`config.mk`:
```
export PLATFORM = sky130hd
export DESIGN_NAME = dword_scrambler
export DESIGN_NICKNAME = d
export VERILOG_FILES = /design/src/rtl/dscr_pkg.sv /design/src/rtl/dscr_mask_gen.sv /design/src/rtl/dscr_out_stage.sv /design/src/rtl/dword_scrambler.sv
export SDC_FILE = /design/constraint.sdc
export NUM_CORES = 1
export LEC_CHECK = 0
export ABC_CLOCK_PERIOD_IN_PS = 4010
export CORE_MARGIN = 10
export CORE_UTILIZATION = 24
export CTS_CLUSTER_DIAMETER = 50
export DETAILED_ROUTE_END_ITERATION = 7
export MAX_ROUTING_LAYER = met4
export SYNTH_ARGS = -nofsm -noshare
export SYNTH_HDL_FRONTEND = slang
export SYNTH_SLANG_ARGS = --single-unit
```
`constraint.sdc`:
```
create_clock -name clk -period 4.01 [get_ports clk]
set_input_delay 0.401 -clock clk [delete_from_list [all_inputs] [get_ports clk]]
set_output_delay 0.401 -clock clk [all_outputs]
set_load 0.02 [all_outputs]
```
`src/rtl/dscr_pkg.sv`:
```
package dscr_pkg;
    localparam int unsigned DSCR_STATE_W = 16;
    localparam int unsigned DSCR_WORD_W  = 32;
    // word-parallel seed equivalent to an all-ones serial start
    localparam logic [DSCR_STATE_W-1:0] DSCR_SEED = 16'hF0F6;
    // taps of x^16 + x^15 + x^13 + x^4 + 1 as positions in the 16-bit history
    localparam logic [DSCR_STATE_W-1:0] DSCR_TAPS = 16'hA011;
endpackage

```
`src/rtl/dscr_mask_gen.sv`:
```
module dscr_mask_gen
    import dscr_pkg::*;
#(
    parameter int unsigned STATE_W = DSCR_STATE_W,
    parameter int unsigned WORD_W  = DSCR_WORD_W,
    parameter logic [STATE_W-1:0] SEED = DSCR_SEED,
    parameter logic [STATE_W-1:0] TAPS = DSCR_TAPS
) (
    input  logic              clk,
    input  logic              rst_n,
    input  logic              restart,
    input  logic              advance,
    output logic [WORD_W-1:0] mask
);
    localparam int unsigned SEQ_W = STATE_W + WORD_W;

    typedef struct packed {
        logic [STATE_W-1:0] hist;
    } gen_t;

    gen_t gen_d, gen_q;

    // unroll WORD_W steps of the recurrence from the stored history
    function automatic logic [WORD_W-1:0] expand(input logic [STATE_W-1:0] h);
        logic [SEQ_W-1:0] seq;
        seq = '0;
        seq[STATE_W-1:0] = h;
        for (int k = 0; k < WORD_W; k++) begin
            seq[STATE_W+k] = ^(seq[k +: STATE_W] & TAPS);
        end
        return seq[STATE_W +: WORD_W];
    endfunction

    always_comb begin
        gen_d = gen_q;
        mask  = expand(gen_q.hist);
        if (restart) begin
            gen_d.hist = SEED;
        end else if (advance) begin
            gen_d.hist = mask[WORD_W-1 -: STATE_W];
        end
    end

    always_ff @(posedge clk) begin
        if (!rst_n) begin
            gen_q.hist <= SEED;
        end else begin
            gen_q <= gen_d;
        end
    end
endmodule

```
`src/rtl/dscr_out_stage.sv`:
```
module dscr_out_stage
    import dscr_pkg::*;
#(
    parameter int unsigned WORD_W = DSCR_WORD_W
) (
    input  logic              clk,
    input  logic              rst_n,
    input  logic [WORD_W-1:0] mask,
    input  logic              in_valid,
    output logic              in_ready,
    input  logic [WORD_W-1:0] in_data,
    output logic              accept,
    output logic              out_valid,
    input  logic              out_ready,
    output logic [WORD_W-1:0] out_data
);
    typedef struct packed {
        logic              valid;
        logic [WORD_W-1:0] data;
    } stage_t;

    stage_t stg_d, stg_q;

    always_comb begin
        stg_d    = stg_q;
        in_ready = out_ready || !stg_q.valid;
        accept   = in_valid && in_ready;
        if (accept) begin
            stg_d.valid = 1'b1;
            stg_d.data  = in_data ^ mask;
        end else if (out_ready) begin
            stg_d.valid = 1'b0;
        end
    end

    always_ff @(posedge clk) begin
        if (!rst_n) begin
            stg_q <= '0;
        end else begin
            stg_q <= stg_d;
        end
    end

    assign out_valid = stg_q.valid;
    assign out_data  = stg_q.data;
endmodule

```
`src/rtl/dword_scrambler.sv`:
```
module dword_scrambler
    import dscr_pkg::*;
#(
    parameter int unsigned STATE_W = DSCR_STATE_W,
    parameter int unsigned WORD_W  = DSCR_WORD_W,
    parameter logic [STATE_W-1:0] SEED = DSCR_SEED,
    parameter logic [STATE_W-1:0] TAPS = DSCR_TAPS
) (
    input  logic              clk,
    input  logic              rst_n,
    input  logic              restart,
    input  logic              in_valid,
    output logic              in_ready,
    input  logic [WORD_W-1:0] in_data,
    output logic              out_valid,
    input  logic              out_ready,
    output logic [WORD_W-1:0] out_data
);
    logic [WORD_W-1:0] mask_w;
    logic              accept_w;

    dscr_mask_gen #(
        .STATE_W(STATE_W), .WORD_W(WORD_W), .SEED(SEED), .TAPS(TAPS)
    ) u_mask (
        .clk(clk), .rst_n(rst_n), .restart(restart),
        .advance(accept_w), .mask(mask_w)
    );

    dscr_out_stage #(
        .WORD_W(WORD_W)
    ) u_stage (
        .clk(clk), .rst_n(rst_n), .mask(mask_w),
        .in_valid(in_valid), .in_ready(in_ready), .in_data(in_data),
        .accept(accept_w), .out_valid(out_valid), .out_ready(out_ready),
        .out_data(out_data)
    );
endmodule

```
Yosys cells after proc, flatten, opt, wreduce, memory -nomap -nowiden
Index checks and enable logic that the tools add are counted.

cells by class
  muxes and demuxes = 2
  bitwise gates (word level) = 2
  reduce and logical (&&, ||, !) cells = 37

operator list
  kind                  count
  XOR reduction 16 bit  32
  XOR 32 bit            1
  two-way mux 1 bit     2
  nonzero test 2 bit    1
  OR reduction 2 bit    1
  logical AND 1 bit     1
  logical NOT 1 bit     1
  logical OR 1 bit      1
  inverter 1 bit        1

word-level totals
  output and inout port bits = 34
  word-level logic and storage cells = 44
  register bits = 49
  input bits = 37

Logic depth before layout (Yosys ltp)
Gate-level depths: netlist (run 1).

  word-level depth = 33
  gate-level depth with buffers = 11
  depth with buffers taken out = 10

Cells and area by module
Synthesis (run 1) repeated with hierarchy kept, for this count alone.

unflattened totals
  cell total of the unflattened synthesis = 312
  area total of the unflattened synthesis = 3712.3 um^2

modules (own cells, without submodules)
  module          area each (um^2)  cells each  times used  sequential area each (um^2)
  dscr_mask_gen   2377.3            202         1           320.3
  dscr_out_stage  1335.0            110         1           660.6

Worst setup path before layout (run 1)
OpenSTA, ideal clock, no wires.

  path kind = flip-flop to flip-flop
  from = register u_mask.gen_q[4] (netlist name)
  to = register u_stage.stg_q (netlist bit u_stage.out_data[30])
  setup slack = 0.369 ns
  stages on the path, launching flop included = 12
  setup time = 0.133 ns
  arrival = 3.508 ns
  buffers on the path = 1
  data required time = 3.877 ns
  period minus slack after synthesis = 3.641 ns
  cell sequence = dfxtp_1 -> buf_2 -> xor3_2 -> xor2_2 -> xnor3_2 -> xor3_1 -> xor3_2 -> xnor3_2 -> xor2_1 -> xnor2_1 -> xor2_1 -> a21oi_1

between the ends
  cells in the longest elaborated chain, start to end = 32

RTL lines
  what                                RTL line              RTL
  start: declaration                  dscr_mask_gen.sv:21   gen_t gen_d, gen_q;
  start signal: assignment            dscr_mask_gen.sv:48   gen_q <= gen_d;
  XOR reduction 16 bit (30 in a row)  dscr_mask_gen.sv:29   seq[STATE_W+k] = ^(seq[k +: STATE_W] & TAPS);
  XOR reduction 16 bit *              dscr_mask_gen.sv:29
  XOR 32 bit *                        dscr_out_stage.sv:30  stg_d.data = in_data ^ mask;
  end signal: assignment              dscr_out_stage.sv:40  stg_q <= stg_d;
  end: declaration                    dscr_out_stage.sv:22  stage_t stg_d, stg_q;

Every way passes the cells marked *; elsewhere a longest branch is shown, timed or not.
A chain may end at the register's enable or synchronous reset.

Final worst setup path (run 1)
  from = register u_mask.gen_q[13] (netlist name)
  to = register u_stage.stg_q (netlist bit u_stage.out_data[30])

The elaborated chain is that of the path after synthesis.

==> Flow_metrics.wiki, run 1 <==
{| class="wikitable"
! Metric !! Value
|-
| # IOs || slightly above 70
|-
| Post-route DRC || 0
|-
| Hold Path Class || flip-flop to flip-flop
|-
| Fill cell total of the finished layout || between 1,500 and 2,000
|-
| Post-Route Setup TNS || 0 ns
|-
| Synthesized flop and latch total || 49
|-
| Global Route Usage Sum || 0.106
|-
| Final hold violation count || 0
|-
| Clock edge transition at the registers on the reported setup and hold paths || roughly 0.080 ns
|-
| Number of nets with antenna violations after detailed routing || 0
|-
| Crit Path Max Fanout || 5
|-
| Number of synthesized flops with an enable pin || 0
|-
| Synth warnings || 0
|-
| Multi-input gate area || roughly 2600 µm²
|-
| HPWL after DPL || 8700 µm
|-
| Gp weighted congestion || 0.877
|-
| Detail-routed net length per standard cell || ~17 µm
|-
| Share of the synthesized area in the top cell type || 0.265
|-
| Post-layout minimum cycle time || 3.80 ns
|-
| Clock Skews || about 0.0086 ns
|-
| Fin cells || 631
|-
| Residual overflow from global routing || 0
|-
| Setup slack of the critical path after layout || between 0.2 and 0.25 ns
|-
| Synth Area in Compound Gates || 0.0858
|-
| Wire length of the first global-routing pass || approximately 16,000 µm
|-
| Number of max-slew violations in the final report || 0
|-
| Simple-gate portion of the synthesized area || 0.104
|-
| Synthesized area divided by synthesized cell count || between 10 and 15 µm²
|-
| TritonCTS clock tree || yes
|-
| Cells after synthesis || approximately 370
|-
| Required @ worst endpoint || 4.17 ns
|-
| Area inside the core boundary || 15,100 µm²
|-
| Multiplexer share of the synthesized area || 0.00304
|-
| Number of nets in the layout || between 400 and 500
|-
| Largest cells by area after synthesis || sky130_fd_sc_hd__dfxtp_1, sky130_fd_sc_hd__xnor2_1, sky130_fd_sc_hd__xnor3_1
|-
| Die outline height || 144 µm
|-
| Number of CTS-inserted buffers || 5
|-
| Area added between synthesis and finish || 31.5%
|-
| Number of buffers inserted by hold repair at cts || 0
|-
| Number of input and output port buffers inserted || 70
|-
| Maximum number of pins on one net before global-route repair || slightly below 60
|-
| Unique masters post-synth || 31
|-
| Per-cell via count in the routed design || 4.22
|-
| Placement Rows || 45
|-
| HP Start || u_stage.out_data[23]
|-
| Core Util, Final || 0.322
|-
| Upper clock frequency limit || ~260 MHz
|-
| Share of cells above drive strength 1 || 0.106
|-
| Top FF cell, synth || sky130_fd_sc_hd__dfxtp_1
|-
| Initial cell density of the core || 0.245
|-
| # Max-Cap Violations || 0
|-
| Largest family of logic cells by synthesized area || XOR/XNOR gates
|-
| Cell Count Post-Placement || about 620
|-
| Level count of the clock H-tree || 2
|-
| Total Die Area || about 21,000 µm²
|-
| Setup slack on the worst flop-to-flop path || a little over 0.2 ns
|-
| Die Span X || around 140 µm
|-
| Wire length reported by the detailed router || ~11,000 µm
|-
| Fraction of registers with async set or reset after synthesis || 0
|-
| Buffer levels on the longest clock path || 2
|-
| Number of global-route vias before repair || 2,834
|-
| Top cell type by total area after synthesis || sky130_fd_sc_hd__dfxtp_1
|-
| Crit path DAT || slightly below 4 ns
|-
| Worst hold path cell count || 2
|-
| Post-synthesis xor/xnor area fraction || 0.513
|-
| Clk_lat worst skew || ~0.30 ns
|-
| Area of all sequential standard cells || between 900 and 1000 µm²
|-
| Root buffer cell || sky130_fd_sc_hd__clkbuf_16
|-
| Pre-antenna DRT Iters || 4
|-
| FF-to-FF End || u_stage.out_data[30]
|-
| Antenna fix cells || 0
|-
| Startpoint of the worst register-to-register path || u_mask.gen_q[13]
|-
| Nets in the synthesized netlist || just over 400
|-
| Crit share post-route || 0.949
|-
| Relative slew margins || 0.500
|-
| Antenna violations before repair || 0
|-
| Critical Path End Type || flip-flop
|-
| Status || completed
|-
| Kind of start point of the critical path || flip-flop
|-
| Setup slack at placement || 0.0981 ns
|-
| Crit Path Category || flip-flop to flip-flop
|-
| Total clock sinks || between 40 and 50
|-
| Worst hold endpoint || u_stage.out_data[23]
|-
| Transition time at the pin with the least slew margin || between 0.7 and 0.8 ns
|-
| Netlist Area Pre-Place || between 3000 and 4000 µm²
|-
| DRT iter0 DRCs || about 120
|-
| Depth of the worst register-to-register path || 10
|-
| Vias after detailed routing || between 2,000 and 3,000
|-
| Final number of setup-violating endpoints || 0
|-
| Sequential area share after synthesis || 0.265
|-
| Share of synthesized cell area in full adder, half adder and majority cells || 0
|}
-- worst max-delay path, cell delays in order (launching register included) --
cell and delay (ns):
sky130_fd_sc_hd__dfxtp_1 0.47, sky130_fd_sc_hd__xor3_2 0.46, sky130_fd_sc_hd__xor2_4 0.25, sky130_fd_sc_hd__xnor3_2 0.52, sky130_fd_sc_hd__xor3_1 0.26, sky130_fd_sc_hd__xor3_2 0.49, sky130_fd_sc_hd__xnor3_2 0.44, sky130_fd_sc_hd__xor2_1 0.19
sky130_fd_sc_hd__xnor2_1 0.31, sky130_fd_sc_hd__xor2_1 0.18, sky130_fd_sc_hd__a21oi_1 0.08
-- worst max-delay path by stage --
stage | start | slack, ns | end | cells after the start
after floorplan | u_mask.gen_q[4] | 0.37 | u_stage.out_data[30] | 11
after global placement | u_mask.gen_q[4] | 0.20 | u_stage.out_data[30] | 10
after detailed placement | u_mask.gen_q[4] | 0.1 | u_stage.out_data[30] | 10
after CTS | u_mask.gen_q[4] | 0.07 | u_stage.out_data[30] | 10
after global routing | u_mask.gen_q[13] | -0.003 | u_stage.out_data[30] | 10
final | u_mask.gen_q[13] | 0.21 | u_stage.out_data[30] | 10
-- cell usage in the layout, fill, tap and decap left out, types with 2 or more instances in the layout --
| master | instances |
|---|---|
| sky130_fd_sc_hd__xor2_1 | 40 |
| sky130_fd_sc_hd__xor3_1 | 5 |
| sky130_fd_sc_hd__o211a_1 | 10 |
| sky130_fd_sc_hd__nor2_1 | 20 |
| sky130_fd_sc_hd__o21ai_0 | 24 |
| sky130_fd_sc_hd__a21oi_1 | 7 |
| sky130_fd_sc_hd__inv_1 | 3 |
| sky130_fd_sc_hd__xnor2_2 | 2 |
| sky130_fd_sc_hd__and2_1 | 19 |
| sky130_fd_sc_hd__clkbuf_16 | 5 |
| sky130_fd_sc_hd__o21ai_1 | 2 |
| sky130_fd_sc_hd__clkdlybuf4s50_1 | 70 |
| sky130_fd_sc_hd__xnor3_2 | 6 |
| sky130_fd_sc_hd__o211ai_1 | 3 |
| sky130_fd_sc_hd__a211oi_1 | 3 |
| sky130_fd_sc_hd__buf_4 | 22 |
| sky130_fd_sc_hd__nand2_1 | 37 |
| sky130_fd_sc_hd__nand2b_1 | 2 |
| sky130_fd_sc_hd__xor3_2 | 2 |
| sky130_fd_sc_hd__xnor2_1 | 78 |
| sky130_fd_sc_hd__xnor3_1 | 19 |
| sky130_fd_sc_hd__xor2_2 | 3 |
| sky130_fd_sc_hd__dfxtp_1 | 49 |
-- kinds of logic (layout without fill, tap and decap cells) --
logic type / count (synthesis) / in the layout
buffers and inverters: 27 / 103
flip-flops: 49 / 49
XOR/XNOR: 157 / 157
AO/OA/AOI/OAI: 50 / 50
AND/OR/NAND/NOR: 83 / 83
multiplexers: 1 / 1
-- routing by layer --
metal,vias up,wire [µm],global-route usage
met2,70,4960,0.168
met4,0,70,0.0138
li1,1334,-,-
met5,-,0,-
met3,7,583,0.0285
met1,1251,5000,0.137
-- registers in the layout, indices dropped and copies added, names as in the netlist --
name and count:
u_stage.out_data 32, u_mask.gen_q 16, u_stage.out_valid 1
-- cell usage after synthesis (2+ instances only) --
| cell type | count |
|---|---|
| sky130_fd_sc_hd__xnor2_1 | 78 |
| sky130_fd_sc_hd__dfxtp_1 | 49 |
| sky130_fd_sc_hd__xor2_1 | 40 |
| sky130_fd_sc_hd__nand2_1 | 37 |
| sky130_fd_sc_hd__o21ai_0 | 24 |
| sky130_fd_sc_hd__nor2_1 | 20 |
| sky130_fd_sc_hd__and2_1 | 19 |
| sky130_fd_sc_hd__xnor3_1 | 19 |
| sky130_fd_sc_hd__clkbuf_1 | 13 |
| sky130_fd_sc_hd__o211a_1 | 10 |
| sky130_fd_sc_hd__a21oi_1 | 7 |
| sky130_fd_sc_hd__buf_2 | 7 |
| sky130_fd_sc_hd__xnor3_2 | 6 |
| sky130_fd_sc_hd__xor3_1 | 5 |
| sky130_fd_sc_hd__buf_1 | 4 |
| sky130_fd_sc_hd__xor2_2 | 4 |
| sky130_fd_sc_hd__a211oi_1 | 3 |
| sky130_fd_sc_hd__inv_1 | 3 |
| sky130_fd_sc_hd__o211ai_1 | 3 |
| sky130_fd_sc_hd__nand2b_1 | 2 |
| sky130_fd_sc_hd__o21ai_1 | 2 |
| sky130_fd_sc_hd__xnor2_2 | 2 |
| sky130_fd_sc_hd__xor3_2 | 2 |
-- through the flow --
| stage | cell area [µm²] | hold WS (ns) |
|---|---|---|
| 3_3_place_gp | 4700 | 0.483 |
| 2_1_floorplan | 3700 | 0.486 |
| 6_report | 4870 | 0.504 |
| 5_1_grt | 4870 | 0.527 |
| 4_1_cts | 4850 | 0.509 |
| 3_5_place_dp | 4700 | 0.490 |
-- area by class of cell --
cell class | count | area share
Tap cell | 188 | 0.0483
Timing Repair Buffer | 92 | 0.178
Inverter | 3 | 0.00231
Sequential cell | 49 | 0.201
Clock buffer | 5 | 0.0257
Clock inverter | 3 | 0.00591
Multi-Input combinational cell | 291 | 0.539
-- repair_timing --
action / 4_1_cts / 5_1_grt
endpoints found under the setup margin: 0 / 6
setup buffers: 0 / 1
gates resized for setup: 0 / 1
Power of run 1 is not shown: default switching activity piles up to over one toggle a cycle in this logic, so the estimate is an artifact.
==> inputs of run 2 (changes only) <==
--- a/config.mk
+++ b/config.mk
@@ -5,12 +5,14 @@
 export SDC_FILE = /design/constraint.sdc
 export NUM_CORES = 1
 export LEC_CHECK = 0
-export ABC_CLOCK_PERIOD_IN_PS = 4010
+export ABC_CLOCK_PERIOD_IN_PS = 3960
 export CORE_MARGIN = 10
 export CORE_UTILIZATION = 24
+export CTS_BUF_LIST = sky130_fd_sc_hd__clkbuf_8
 export CTS_CLUSTER_DIAMETER = 50
 export DETAILED_ROUTE_END_ITERATION = 7
 export MAX_ROUTING_LAYER = met4
+export REMOVE_ABC_BUFFERS = 1
 export SYNTH_ARGS = -nofsm -noshare
 export SYNTH_HDL_FRONTEND = slang
 export SYNTH_SLANG_ARGS = --single-unit
==> constraint.sdc (replaced) <==
create_clock -name clk -period 3.96 [get_ports clk]
set_input_delay 0.396 -clock clk [delete_from_list [all_inputs] [get_ports clk]]
set_output_delay 0.396 -clock clk [all_outputs]
set_load 0.02 [all_outputs]
==> Flow_metrics.wiki, run 2 (synthesized netlist as in run 1, its figures left out) <==
{| class="wikitable"
! Metric !! Value
|-
| Vias after detailed routing || 2,624 (was 2,662)
|-
| Crit share post-route || 0.947 (was 0.949)
|-
| Wire length of the first global-routing pass || 16,500 µm (about the same)
|-
| Post-Route Setup TNS || 0 ns (unchanged)
|-
| Share of cells above drive strength 1 || 0.113 (was 0.106)
|-
| Global Route Usage Sum || 0.110 (was 0.106)
|-
| TritonCTS clock tree || yes (unchanged)
|-
| Relative slew margins || 0.337 (was 0.500)
|-
| Commonest cells after routing, fill and taps aside || sky130_fd_sc_hd__xnor2_1, sky130_fd_sc_hd__clkdlybuf4s50_1, sky130_fd_sc_hd__dfxtp_1 (unchanged)
|-
| Pre-antenna DRT Iters || 4 (unchanged)
|-
| Crit path DAT || 3.93 ns (was 3.96 ns)
|-
| Antenna violations before repair || 0 (unchanged)
|-
| Wire length reported by the detailed router || 10,800 µm (was 10,600 µm)
|-
| HP Start || u_stage.out_data[23] (unchanged)
|-
| Clock edge transition at the registers on the reported setup and hold paths || 0.10 ns (was 0.08 ns)
|-
| Clk_lat worst skew || 0.33 ns (was 0.30 ns)
|-
| Final hold violation count || 0 (unchanged)
|-
| Total Die Area || 20,800 µm² (unchanged)
|-
| Number of nets with antenna violations after detailed routing || 0 (unchanged)
|-
| Placed instance area || 4720 µm² (was 4700 µm²)
|-
| Upper clock frequency limit || 267 MHz (was 263 MHz)
|-
| Status || completed (unchanged)
|-
| Combined buffer and inverter count along the critical path || 0 (unchanged)
|-
| Startpoint of the worst register-to-register path || u_mask.gen_q[0] (was u_mask.gen_q[13])
|-
| Crit Path Max Fanout || 4 (was 5)
|-
| Detail-routed net length per standard cell || 17.0 µm (was 16.8 µm)
|-
| Post-route cell area || 4840 µm² (was 4870 µm²)
|-
| Crit Path Category || flip-flop to flip-flop (unchanged)
|-
| Number of max-slew violations in the final report || 0 (unchanged)
|-
| Area inside the core boundary || 15,100 µm² (unchanged)
|-
| Area added between synthesis and finish || 30.6% (was 31.5%)
|-
| Critical Path End Type || flip-flop (unchanged)
|-
| # Max-Cap Violations || 0 (unchanged)
|-
| RSZ-0062 raised after global routing || false
|-
| Most common cell after layout, fill and taps aside || sky130_fd_sc_hd__xnor2_1 (unchanged)
|-
| Root buffer cell || sky130_fd_sc_hd__clkbuf_8 (was sky130_fd_sc_hd__clkbuf_16)
|-
| Placement Rows || 45 (unchanged)
|-
| Level count of the clock H-tree || 2 (unchanged)
|-
| Slowest cell on crit path || sky130_fd_sc_hd__xor3_2 (was sky130_fd_sc_hd__xnor3_2)
|-
| Fill cell total of the finished layout || 1,538 (was 1,530)
|-
| Die outline height || 144 µm (unchanged)
|-
| Initial cell density of the core || 0.245 (unchanged)
|-
| Core Util, Final || 0.319 (was 0.322)
|-
| Required @ worst endpoint || 4.14 ns (was 4.17 ns)
|-
| DRT iter0 DRCs || 59 (was 116)
|-
| Post-route DRC || 0 (unchanged)
|-
| Start point of the critical path || u_mask.gen_q[0] (was u_mask.gen_q[13])
|-
| Gp weighted congestion || 0.955 (was 0.877)
|-
| Number of nets in the layout || 480 (was 479)
|-
| Transition time at the pin with the least slew margin || 0.991 ns (was 0.749 ns)
|-
| Kind of start point of the critical path || flip-flop (unchanged)
|-
| Number of CTS-inserted buffers || 5 (unchanged)
|-
| Maximum number of pins on one net before global-route repair || 58 (unchanged)
|-
| Per-cell via count in the routed design || 4.15 (was 4.22)
|-
| Max reg flops || 32 (unchanged)
|-
| Cell Count Post-Placement || 624 (was 622)
|-
| HPWL after DPL || 8510 µm (was 8700 µm)
|-
| # IOs || 71 (unchanged)
|-
| Number of input and output port buffers inserted || 70 (unchanged)
|-
| Category of cells accounting for the largest share of critical-path delay || XOR/XNOR gates (unchanged)
|-
| Post-layout minimum cycle time || 3.75 ns (was 3.80 ns)
|-
| Hold Path Class || flip-flop to flip-flop (unchanged)
|-
| Final number of setup-violating endpoints || 0 (unchanged)
|-
| Fin cells || 632 (was 631)
|-
| Critical path, cell by cell || xor3_2 > xor2_2 > xnor3_2 > xor3_1 > xor3_2 > xnor3_2 > xor2_1 > xnor2_1 > xor2_1 > a21oi_1 (was xor3_2 > xor2_4 > xnor3_2 > xor3_1 > xor3_2 > xnor3_2 > xor2_1 > xnor2_1 > xor2_1 > a21oi_1)
|-
| Antenna fix cells || 0 (unchanged)
|-
| Die Span X || 144 µm (unchanged)
|-
| Clock Skews || 0.00484 ns (was 0.00861 ns)
|-
| Number of global-route vias before repair || 2,887 (was 2,834)
|-
| Delay contributed by the slowest stage of the critical path || 0.53 ns (was 0.52 ns)
|-
| Residual overflow from global routing || 0 (unchanged)
|-
| Buffer levels on the longest clock path || 2 (unchanged)
|-
| Total clock sinks || 49 (unchanged)
|}
## run 2: cell types whose count changed in the layout (fill, tap and decap cells not counted), sizes merged
cell / delta
buf: +1
bufinv: +1
clkbuf: +1
clkinv: -1
clkinvlp: +1
inv: -2
## run 2: repair_timing
item | CTS | global route
hold buffers | 0 | 0
resized for setup | 0 | 1
setup endpoints to repair | 0 | 1
buffers inserted | 0 | 0
## run 2: final cells by class
cell class / instances / area (µm²) / share of cell area
sequential: 49 / 982 / 0.203
inverter: 3 / 11.3 / 0.00233
clock inverter: 2 / 37.5 / 0.00776
multi-input combinational: 291 / 2620 / 0.541
tap: 188 / 235 / 0.0486
timing repair buffer: 93 / 873 / 0.181
clock buffer: 6 / 82.6 / 0.0171
## run 2: stage by stage
| step | hold slack (ns) | setup slack [ns] |
|---|---|---|
| 6_report | 0.507 | 0.211 |
| 5_1_grt | 0.523 | 0.00516 |
| 4_1_cts | 0.510 | 0.131 |
| 3_5_place_dp | 0.487 | 0.174 |
| 3_3_place_gp | 0.478 | 0.211 |
| 2_1_floorplan | 0.486 | 0.299 |
## run 2: metal layers
layer	global-route usage	up-vias	wire length (µm)
li1	-	1332	-
met1	0.133	1224	4910
met2	0.183	60	5300
met3	0.0216	8	440
met4	0.0282	0	108
met5	-	-	0
## run 2: worst min-delay path, stage by stage, from the launching register on
cell,delay (ns)
sky130_fd_sc_hd__dfxtp_1,0.32
sky130_fd_sc_hd__nor2_1,0.09
sky130_fd_sc_hd__nor3b_1,0.05
## run 2: path summary, 6_finish.rpt
check | slack [ns] | depth (start not counted) | to
max | 0.21 | 10 | u_stage.out_data[30]
max reg2reg | 0.21 | 10 | u_stage.out_data[30]
min | 0.51 | 2 | u_stage.out_data[23]
min reg2reg | 0.51 | 2 | u_stage.out_data[23]
Power of run 2 is left out for the same reason.
